[src/rtl/xmem_pkg.sv]
package xmem_pkg;

  typedef enum logic [2:0] {
    ST_IDLE,
    ST_SETUP,
    ST_ADDR,
    ST_HOLD,
    ST_GAP,
    ST_STRB,
    ST_DONE
  } xmemState_t;

  // strobes from the sequencer to the datapath
  typedef struct packed {
    logic capture;    // latch the request this edge
    logic busy;       // a cycle is in progress (setup..done)
    logic asLow;      // address strobe asserted
    logic dsLow;      // data strobe asserted
    logic driveAddr;  // shared port carries low address
    logic driveData;  // shared port may carry write data
    logic sampleRd;   // capture pad input at this edge
    logic done;       // end-of-cycle pulse
  } xmemCtl_t;

endpackage

[src/rtl/xmem_ctrl.sv]
module xmem_ctrl
  import xmem_pkg::*;
#(
  parameter int ADDR_CLKS = 1,
  parameter int STRB_CLKS = 2,
  parameter int EXT_CLKS  = 2
) (
  input  logic     clk,
  input  logic     rstN,
  input  logic     reqValid,
  input  logic     extTiming,
  input  logic     busFloat,
  output logic     reqReady,
  output xmemCtl_t ctl
);

  localparam int MAXC  = (STRB_CLKS + EXT_CLKS > ADDR_CLKS) ? STRB_CLKS + EXT_CLKS : ADDR_CLKS;
  localparam int CNT_W = (MAXC > 1) ? $clog2(MAXC) : 1;

  xmemState_t       state;
  logic [CNT_W-1:0] cnt;
  logic             extQ;
  logic             accept;

  assign accept = (state == ST_IDLE) && reqValid && !busFloat;

  always_ff @(posedge clk or negedge rstN) begin
    if (!rstN) begin
      state <= ST_IDLE;
      cnt   <= '0;
      extQ  <= 1'b0;
    end else begin
      case (state)
        ST_IDLE: begin
          if (accept) begin
            state <= ST_SETUP;
            extQ  <= extTiming;
          end
        end
        ST_SETUP: begin
          state <= ST_ADDR;
          cnt   <= CNT_W'(ADDR_CLKS - 1);
        end
        ST_ADDR: begin
          if (cnt == '0) state <= ST_HOLD;
          else           cnt   <= cnt - 1'b1;
        end
        ST_HOLD: state <= ST_GAP;
        ST_GAP: begin
          state <= ST_STRB;
          cnt   <= extQ ? CNT_W'(STRB_CLKS + EXT_CLKS - 1) : CNT_W'(STRB_CLKS - 1);
        end
        ST_STRB: begin
          if (cnt == '0) state <= ST_DONE;
          else           cnt   <= cnt - 1'b1;
        end
        ST_DONE: state <= ST_IDLE;
        default: state <= ST_IDLE;
      endcase
    end
  end

  always_comb begin
    ctl           = '0;
    ctl.capture   = accept;
    ctl.busy      = (state != ST_IDLE);
    ctl.asLow     = (state == ST_ADDR);
    ctl.dsLow     = (state == ST_STRB);
    ctl.driveAddr = (state == ST_SETUP) || (state == ST_ADDR) || (state == ST_HOLD);
    ctl.driveData = (state == ST_GAP) || (state == ST_STRB) || (state == ST_DONE);
    ctl.sampleRd  = (state == ST_STRB) && (cnt == '0);
    ctl.done      = (state == ST_DONE);
  end

  assign reqReady = (state == ST_IDLE) && !busFloat;

endmodule

[src/rtl/xmem_dpath.sv]
module xmem_dpath
  import xmem_pkg::*;
#(
  parameter int ADDR_W = 16,
  parameter int DATA_W = 8
) (
  input  logic                     clk,
  input  logic                     rstN,
  input  xmemCtl_t                 ctl,
  input  logic [ADDR_W-1:0]        reqAddr,
  input  logic [DATA_W-1:0]        reqWdata,
  input  logic                     reqWrite,
  input  logic                     reqData,
  input  logic                     busFloat,
  input  logic [(ADDR_W-DATA_W)/4-1:0] hiNibAddr,
  input  logic [ADDR_W-DATA_W-1:0] gpioOut,
  input  logic [ADDR_W-DATA_W-1:0] gpioOe,
  input  logic [DATA_W-1:0]        adIn,
  output logic [DATA_W-1:0]        rspData,
  output logic                     rspDone,
  output logic [DATA_W-1:0]        adOut,
  output logic                     adOe,
  output logic [ADDR_W-DATA_W-1:0] hiOut,
  output logic [ADDR_W-DATA_W-1:0] hiOe,
  output logic                     asN,
  output logic                     dsN,
  output logic                     rwN,
  output logic                     strobeOe,
  output logic                     dmN
);

  localparam int HI_W   = ADDR_W - DATA_W;
  localparam int NIB_W  = 4;
  localparam int NUM_NIB = HI_W / NIB_W;

  logic [ADDR_W-1:0] addrQ;
  logic [DATA_W-1:0] wdataQ;
  logic              wrQ;
  logic              dmQ;
  logic [DATA_W-1:0] rdQ;
  logic [HI_W-1:0]   hiOutD, hiOeD, hiOutQ, hiOeQ;

  always_ff @(posedge clk or negedge rstN) begin
    if (!rstN) begin
      addrQ  <= '0;
      wdataQ <= '0;
      wrQ    <= 1'b0;
      dmQ    <= 1'b0;
      rdQ    <= '0;
    end else begin
      if (ctl.capture) begin
        addrQ  <= reqAddr;
        wdataQ <= reqWdata;
        wrQ    <= reqWrite;
        dmQ    <= reqData;
      end
      if (ctl.sampleRd) rdQ <= adIn;
    end
  end

  // per-nibble source select for the upper port
  for (genvar n = 0; n < NUM_NIB; n++) begin : g_nib
    localparam int LO = n * NIB_W;
    always_comb begin
      if (hiNibAddr[n]) begin
        hiOutD[LO +: NIB_W] = ctl.capture ? reqAddr[DATA_W + LO +: NIB_W]
                                          : addrQ[DATA_W + LO +: NIB_W];
        hiOeD[LO +: NIB_W]  = busFloat ? '0 : '1;
      end else begin
        hiOutD[LO +: NIB_W] = gpioOut[LO +: NIB_W];
        hiOeD[LO +: NIB_W]  = busFloat ? '0 : gpioOe[LO +: NIB_W];
      end
    end
  end

  always_ff @(posedge clk or negedge rstN) begin
    if (!rstN) begin
      hiOutQ <= '0;
      hiOeQ  <= '0;
    end else begin
      hiOutQ <= hiOutD;
      hiOeQ  <= hiOeD;
    end
  end

  assign hiOut    = hiOutQ;
  assign hiOe     = hiOeQ;
  assign adOut    = ctl.driveAddr ? addrQ[DATA_W-1:0] : wdataQ;
  assign adOe     = !busFloat && (ctl.driveAddr || (ctl.driveData && wrQ));
  assign asN      = !ctl.asLow;
  assign dsN      = !ctl.dsLow;
  assign rwN      = !(ctl.busy && wrQ);
  assign dmN      = !(ctl.busy && dmQ);
  assign strobeOe = !busFloat;
  assign rspData  = rdQ;
  assign rspDone  = ctl.done;

endmodule

[src/rtl/xmem_bus_ctl.sv]
module xmem_bus_ctl
  import xmem_pkg::*;
#(
  parameter int ADDR_W    = 16,
  parameter int DATA_W    = 8,
  parameter int ADDR_CLKS = 1,
  parameter int STRB_CLKS = 2,
  parameter int EXT_CLKS  = 2
) (
  input  logic                         clk,
  input  logic                         rstN,
  input  logic                         reqValid,
  output logic                         reqReady,
  input  logic [ADDR_W-1:0]            reqAddr,
  input  logic [DATA_W-1:0]            reqWdata,
  input  logic                         reqWrite,
  input  logic                         reqData,
  input  logic                         extTiming,
  input  logic                         busFloat,
  input  logic [(ADDR_W-DATA_W)/4-1:0] hiNibAddr,
  input  logic [ADDR_W-DATA_W-1:0]     gpioOut,
  input  logic [ADDR_W-DATA_W-1:0]     gpioOe,
  output logic [DATA_W-1:0]            rspData,
  output logic                         rspDone,
  output logic [DATA_W-1:0]            adOut,
  output logic                         adOe,
  input  logic [DATA_W-1:0]            adIn,
  output logic [ADDR_W-DATA_W-1:0]     hiOut,
  output logic [ADDR_W-DATA_W-1:0]     hiOe,
  output logic                         asN,
  output logic                         dsN,
  output logic                         rwN,
  output logic                         strobeOe,
  output logic                         dmN
);

  xmemCtl_t ctl;

  xmem_ctrl #(
    .ADDR_CLKS(ADDR_CLKS),
    .STRB_CLKS(STRB_CLKS),
    .EXT_CLKS (EXT_CLKS)
  ) u_ctrl (
    .clk      (clk),
    .rstN     (rstN),
    .reqValid (reqValid),
    .extTiming(extTiming),
    .busFloat (busFloat),
    .reqReady (reqReady),
    .ctl      (ctl)
  );

  xmem_dpath #(
    .ADDR_W(ADDR_W),
    .DATA_W(DATA_W)
  ) u_dpath (
    .clk      (clk),
    .rstN     (rstN),
    .ctl      (ctl),
    .reqAddr  (reqAddr),
    .reqWdata (reqWdata),
    .reqWrite (reqWrite),
    .reqData  (reqData),
    .busFloat (busFloat),
    .hiNibAddr(hiNibAddr),
    .gpioOut  (gpioOut),
    .gpioOe   (gpioOe),
    .adIn     (adIn),
    .rspData  (rspData),
    .rspDone  (rspDone),
    .adOut    (adOut),
    .adOe     (adOe),
    .hiOut    (hiOut),
    .hiOe     (hiOe),
    .asN      (asN),
    .dsN      (dsN),
    .rwN      (rwN),
    .strobeOe (strobeOe),
    .dmN      (dmN)
  );

endmodule

[config.mk]
export PLATFORM = sky130hd
export DESIGN_NAME = xmem_bus_ctl
export DESIGN_NICKNAME = d
export VERILOG_FILES = /design/src/rtl/xmem_pkg.sv /design/src/rtl/xmem_ctrl.sv /design/src/rtl/xmem_dpath.sv /design/src/rtl/xmem_bus_ctl.sv
export SDC_FILE = /design/constraint.sdc
export NUM_CORES = 1
export LEC_CHECK = 0
export CAP_MARGIN = 20
export CORE_MARGIN = 10
export CORE_UTILIZATION = 25
export CTS_CLUSTER_DIAMETER = 50
export DETAILED_ROUTE_END_ITERATION = 10
export DONT_BUFFER_PORTS = 1
export GPL_ROUTABILITY_DRIVEN = 0
export PLACE_DENSITY = 0.44
export SLEW_MARGIN = 20
export SYNTH_ARGS = -nofsm -noshare
export SYNTH_HDL_FRONTEND = slang
export SYNTH_SLANG_ARGS = --single-unit
[constraint.sdc]
create_clock -name clk -period 2.21 [get_ports clk]
set_input_delay 0.1105 -clock clk [delete_from_list [all_inputs] [get_ports clk]]
set_output_delay 0.1105 -clock clk [all_outputs]
set_load 0.01 [all_outputs]
==> results of run 1 <==
-- path summary, 6_finish.rpt --
kind | end | from | slack [ps]
worst max-delay path | u_dpath.hiOut[5] | u_ctrl.state[2] | 80
worst min-delay path | u_ctrl.state[0] | reqValid | 40
worst max register to register | u_dpath.hiOut[5] | u_ctrl.state[2] | 80
worst min register to register | u_dpath.addrQ[1] | u_dpath.addrQ[1] | 510
max in group asynchronous | u_dpath.rspData[1] | rstN | 1640
min in group asynchronous | u_dpath.hiOut[7] | rstN | 300
-- what timing repair did --
action	in CTS	in global routing
gates resized for setup	0	0
hold buffers	66	0
endpoints found under the hold margin	107	0
-- area by class of cell --
type / count / share of cell area
clock buffers: 5 / 0.0207
clock inverters: 3 / 0.00639
inverters: 6 / 0.00826
multi-input cells: 132 / 0.284
flip-flops and latches: 56 / 0.421
well taps: 133 / 0.0500
repair buffers: 69 / 0.210
-- power breakdown --
| part | total [mW] | internal [mW] | leakage (nW) | switching (mW) |
|---|---|---|---|---|
| logic | 1.46 | 0.748 | 0.734 | 0.709 |
| registers | 1.70 | 1.43 | 0.672 | 0.266 |
| clock network | 0.585 | 0.226 | 0.0445 | 0.359 |
| total | 3.74 | 2.41 | 1.45 | 1.33 |
-- cell families after synthesis --
| group | after synthesis | synth area share |
|---|---|---|
| compound gates | 31 | 0.0756 |
| xor+xnor | 1 | 0.00358 |
| fa+ha+maj | 1 | 0.00511 |
| buf+inv | 18 | 0.0419 |
| flops | 56 | 0.572 |
| mux | 35 | 0.176 |
| simple gates | 64 | 0.125 |
-- routing by layer --
metal  vias to the layer above  GRT usage  wire length (um)
met3                         5     0.0406               597
met5                         -          0                 0
li1                        832          -                 -
met4                         0     0.0183                42
met2                        72      0.164              3310
met1                       883      0.105              2830
-- registers in the layout (all words and copies together), names as in the netlist --
register	flops
u_dpath.addrQ	16
u_dpath.hiOe	8
u_dpath.hiOut	8
u_dpath.rspData	8
u_dpath.wdataQ	8
u_ctrl.state	3
u_ctrl.cnt	2
u_ctrl.extQ	1
u_dpath.dmQ	1
u_dpath.wrQ	1
-- Yosys cell counts --
cell type,n
nand2_1,16
a31oi_1,9
a22oi_1,1
o22ai_1,1
and3b_1,1
nand2_8,1
dfrtp_1,56
a211oi_1,1
buf_6,2
clkbuf_1,8
nand2b_1,1
o21ba_2,1
nor3b_1,1
ha_1,1
o21ai_0,14
a21oi_1,1
or4_4,1
mux2_2,25
or3_1,1
mux2_4,10
nor2_1,26
inv_1,5
inv_6,1
buf_8,1
buf_4,1
nor4b_1,1
or2_2,1
o21bai_1,1
a21o_1,2
nand3_1,11
nor2b_1,3
xnor2_1,1
==> flow_metrics.env, run 1 <==
export IMPL_status="finished clean"
export IMPL_synth_avg_cell_area_um2=11.9
export IMPL_antenna_found_initial=0
export IMPL_critPathKind="flip-flop to flip-flop"
export IMPL_synth_top_area_frac=0.572
export IMPL_cts_made_buffers=5
export IMPL_synth_nets=264
export IMPL_ioPinCount=97
export IMPL_yosysWarnings=0
export IMPL_report_final_slew_viol_count=0
export IMPL_cp_arrival_ps=2380
export IMPL_p_leak_nw=1.45
export IMPL_syn_inst=206
export IMPL_layout_commonest_cell="dlygate4sd3_1"
export IMPL_hold_class="input port to flip-flop"
export IMPL_io_buffers=0
export IMPL_viasPerCell=4.44
export IMPL_worstRegToRegCells=5
export IMPL_slew_headroom=0.603
export IMPL_final_cell_mix="65 x dlygate4sd3_1, 56 x dfrtp_1, 26 x nor2_1"
export IMPL_hold_path_depth=2
export IMPL_fin_setup_tns_ps=0
export IMPL_whs_ps=38.4
export IMPL_worst_pin_slew_ps=595
export IMPL_diodes=0
export IMPL_nets=328
export IMPL_grt_start_max_net_pins=57
export IMPL_dieArea_um2=14200
export IMPL_clk_latency_ps=310
export IMPL_clockRootBuffer="clkbuf_8"
export IMPL_die_h_um=119
export IMPL_final_cells=404
export IMPL_final_antenna_net_count=0
export IMPL_max_stage_delay_ps=590
export IMPL_grt_overflow_total=0
export IMPL_crit_path_max_fanout=11
export IMPL_ir_worst_vdd_mv=0.468
export IMPL_path_buf_inv=2
export IMPL_final_fill_count=962
export IMPL_syn_cell_area_um2=2450
export IMPL_place_ws_ps=424
export IMPL_syn_to_final_growth_pct=36.0
export IMPL_dr_pass1_iters=4
export IMPL_drive_gt1_frac=0.192
export IMPL_rsz0062_at_grt="false"
export IMPL_grt_first_pass_wirelength_um=10800
export IMPL_dpl_hpwl_um=4500
export IMPL_final_cell_area_um2=3330
export IMPL_clk_path_buf_depth=2
export IMPL_startpoint_type="flip-flop"
export IMPL_fin_crit_sh=0.963
export IMPL_finalSetupViolCount=0
export IMPL_clock_sinks=56
export IMPL_cp_end_kind="flip-flop"
export IMPL_slowest_stage="or4_4"
export IMPL_post_cts_setup_buffers=0
export IMPL_finalHoldViolations=0
export IMPL_fmaxAchievable_mhz=470
export IMPL_path_depth=5
export IMPL_ys_types=32
export IMPL_final_setup_skew_ps=8.15
export IMPL_finalPower_mw=3.74
export IMPL_ys_ff_latch=56
export IMPL_drcViolationCount=0
export IMPL_power_density_nw_per_um2=1120
export IMPL_maxCapViolations=0
export IMPL_drt_wl_total_um=6780
export IMPL_cts_tree="built"
export IMPL_seq_area_frac_synth=0.572
export IMPL_fin_util=0.346
export IMPL_synth_area_leaders="dfrtp_1 57%, mux2_2 11%, mux2_4 6.1%"
export IMPL_grt_usage=0.0941
export IMPL_multi_input_comb_area_um2=945
export IMPL_placed_area_um2=2560
export IMPL_num_rows=36
export IMPL_via_count=1792
export IMPL_dp_cells=330
export IMPL_crit_required_ps=2470
export IMPL_grt_pass1_vias=1994
export IMPL_regArea_um2=1400
export IMPL_setup_ws_ps=82.1
export IMPL_die_w_um=119
export IMPL_cp_top_family="buffers and inverters"
export IMPL_core_um2=9640
export IMPL_period_minus_slack_ps=2130
export IMPL_htree_levels=2
export IMPL_start_util=0.254
export IMPL_clk_pin_slew_ps=110
export IMPL_wl_per_cell_um=16.8
export IMPL_synth_top_cell_by_area="dfrtp_1"
export IMPL_drtIter0Drc=103
export IMPL_path_cells="or4_4 -> inv_6 -> nand3_1 -> a31oi_1 -> dlygate4sd3_1"
Power figures use the tool's default switching activity.
==> run 2, diff against run 1 <==
- CORE_UTILIZATION: 25 -> 38
- PLACE_DENSITY: 0.44 -> 0.58
==> flow_metrics.env, run 2 (same netlist as run 1, synthesis figures left out) <==
export IMPL_status="finished clean"
export IMPL_diodes=0
export IMPL_clk_path_buf_depth=2
export IMPL_placed_area_um2=2490
export IMPL_syn_to_final_growth_pct=34.8
export IMPL_grt_start_max_net_pins=57
export IMPL_drcViolationCount=0
export IMPL_grt_usage=0.123
export IMPL_regMostFlops="u_dpath.addrQ"
export IMPL_fmaxAchievable_mhz=472
export IMPL_final_setup_skew_ps=11.6
export IMPL_whs_ps=10.4
export IMPL_path_buf_inv=2
export IMPL_startpoint_type="flip-flop"
export IMPL_clk_pin_slew_ps=110
export IMPL_cp_top_family="simple AND/OR/NAND/NOR gates"
export IMPL_critPathKind="flip-flop to flip-flop"
export IMPL_worst_pin_slew_ps=459
export IMPL_place_ws_ps=413
export IMPL_largest_reg_flops=16
export IMPL_nets=330
export IMPL_drtIter0Drc=45
export IMPL_clock_sinks=56
export IMPL_final_antenna_net_count=0
export IMPL_cts_tree="built"
export IMPL_cts_made_buffers=5
export IMPL_p_leak_nw=1.49
export IMPL_htree_levels=2
export IMPL_report_final_slew_viol_count=0
export IMPL_die_w_um=100
export IMPL_fin_setup_tns_ps=0
export IMPL_finalSetupViolCount=0
export IMPL_met3_usage=0.0598
export IMPL_ir_worst_vdd_mv=0.569
export IMPL_final_cell_mix="61 x dlygate4sd3_1, 55 x dfrtp_1, 26 x nor2_1"
export IMPL_crit_path_max_fanout=11
export IMPL_finalHoldViolations=0
export IMPL_drt_wl_total_um=6260
export IMPL_io_buffers=0
export IMPL_via_count=1779
export IMPL_maxCapViolations=0
export IMPL_grt_overflow_total=0
export IMPL_grtUsageMet1=0.146
export IMPL_hold_class="input port to flip-flop"
export IMPL_antenna_found_initial=0
export IMPL_rsz0062_at_grt="true"
export IMPL_start_util=0.388
export IMPL_slowest_stage="or4_4"
export IMPL_path_cells="or4_4 -> clkinv_8 -> nand3_1 -> a31oi_1 -> dlygate4sd3_1"
export IMPL_cp_arrival_ps=2370
export IMPL_period_minus_slack_ps=2120
export IMPL_max_stage_delay_ps=620
export IMPL_final_fill_count=546
export IMPL_num_rows=29
export IMPL_cp_end_kind="flip-flop"
export IMPL_drive_gt1_frac=0.212
export IMPL_dr_pass1_iters=4
export IMPL_slew_headroom=0.693
export IMPL_final_cell_area_um2=3300
export IMPL_die_h_um=100
export IMPL_clk_latency_ps=310
export IMPL_core_um2=6310
export IMPL_grt_first_pass_wirelength_um=10200
export IMPL_ioPinCount=97
export IMPL_layout_commonest_cell="dlygate4sd3_1"
export IMPL_wl_per_cell_um=17.9
export IMPL_met2_usage=0.200
export IMPL_grt_pass1_vias=1949
export IMPL_setup_ws_ps=92.6
export IMPL_gr_max_usage_layer="met2"
export IMPL_dpl_hpwl_um=3990
export IMPL_power_density_nw_per_um2=1140
export IMPL_fin_crit_sh=0.958
export IMPL_dieArea_um2=10100
export IMPL_crit_required_ps=2470
export IMPL_clockRootBuffer="clkbuf_8"
export IMPL_viasPerCell=5.08
export IMPL_finalPower_mw=3.76
==> run 2: path summary, 6_finish.rpt <==
path	from	end	slack (ps)	cells past startpoint
setup / recovery	u_ctrl.state[1]	u_dpath.hiOut[2]	90	5
hold / removal	reqAddr[13]	u_dpath.addrQ[13]	10	2
setup reg to reg	u_ctrl.state[1]	u_dpath.hiOut[2]	90	5
hold reg to reg	u_dpath.addrQ[12]	u_dpath.addrQ[12]	500	2
max in group asynchronous	rstN	u_dpath.wdataQ[4]	1640	2
min in group asynchronous	rstN	u_dpath.hiOut[3]	300	2
==> run 2: timing repair <==
| action | 4_1_cts | 5_1_grt |
|---|---|---|
| hold buffers | 65 | 0 |
| buffers inserted | 0 | 2 |
| gates resized for setup | 0 | 14 |
| endpoints found under the setup margin | 0 | 7 |
| hold endpoints to repair | 107 | 0 |
==> run 2: where the power goes <==
group | leakage [nW] | switching [mW] | internal, mW | total, mW
Combinational | 0.774 | 0.682 | 0.789 | 1.47
Clock | 0.0445 | 0.343 | 0.226 | 0.569
Sequential | 0.671 | 0.283 | 1.43 | 1.72
==> run 2: cell type report <==
class,instances,area [um2],area share
clock inverter,3,21.3,0.00644
tap,77,96.3,0.0292
sequential,56,1400,0.425
inverter,6,35.0,0.0106
timing repair buffer,70,713,0.216
multi-input combinational,133,963,0.292
clock buffer,5,68.8,0.0208
==> run 2: per-stage QoR <==
stage               instances   util
finish                    350  0.523
global route              350  0.523
CTS                       347  0.515
detailed placement        274  0.395
global placement          274  0.395
floorplan                 206      -
==> run 2: per-layer routing <==
layer | up-vias | wire (um)
met5 | - | 0
met4 | 0 | 17
met3 | 2 | 659
met2 | 76 | 2980
met1 | 858 | 2600
li1 | 843 | -
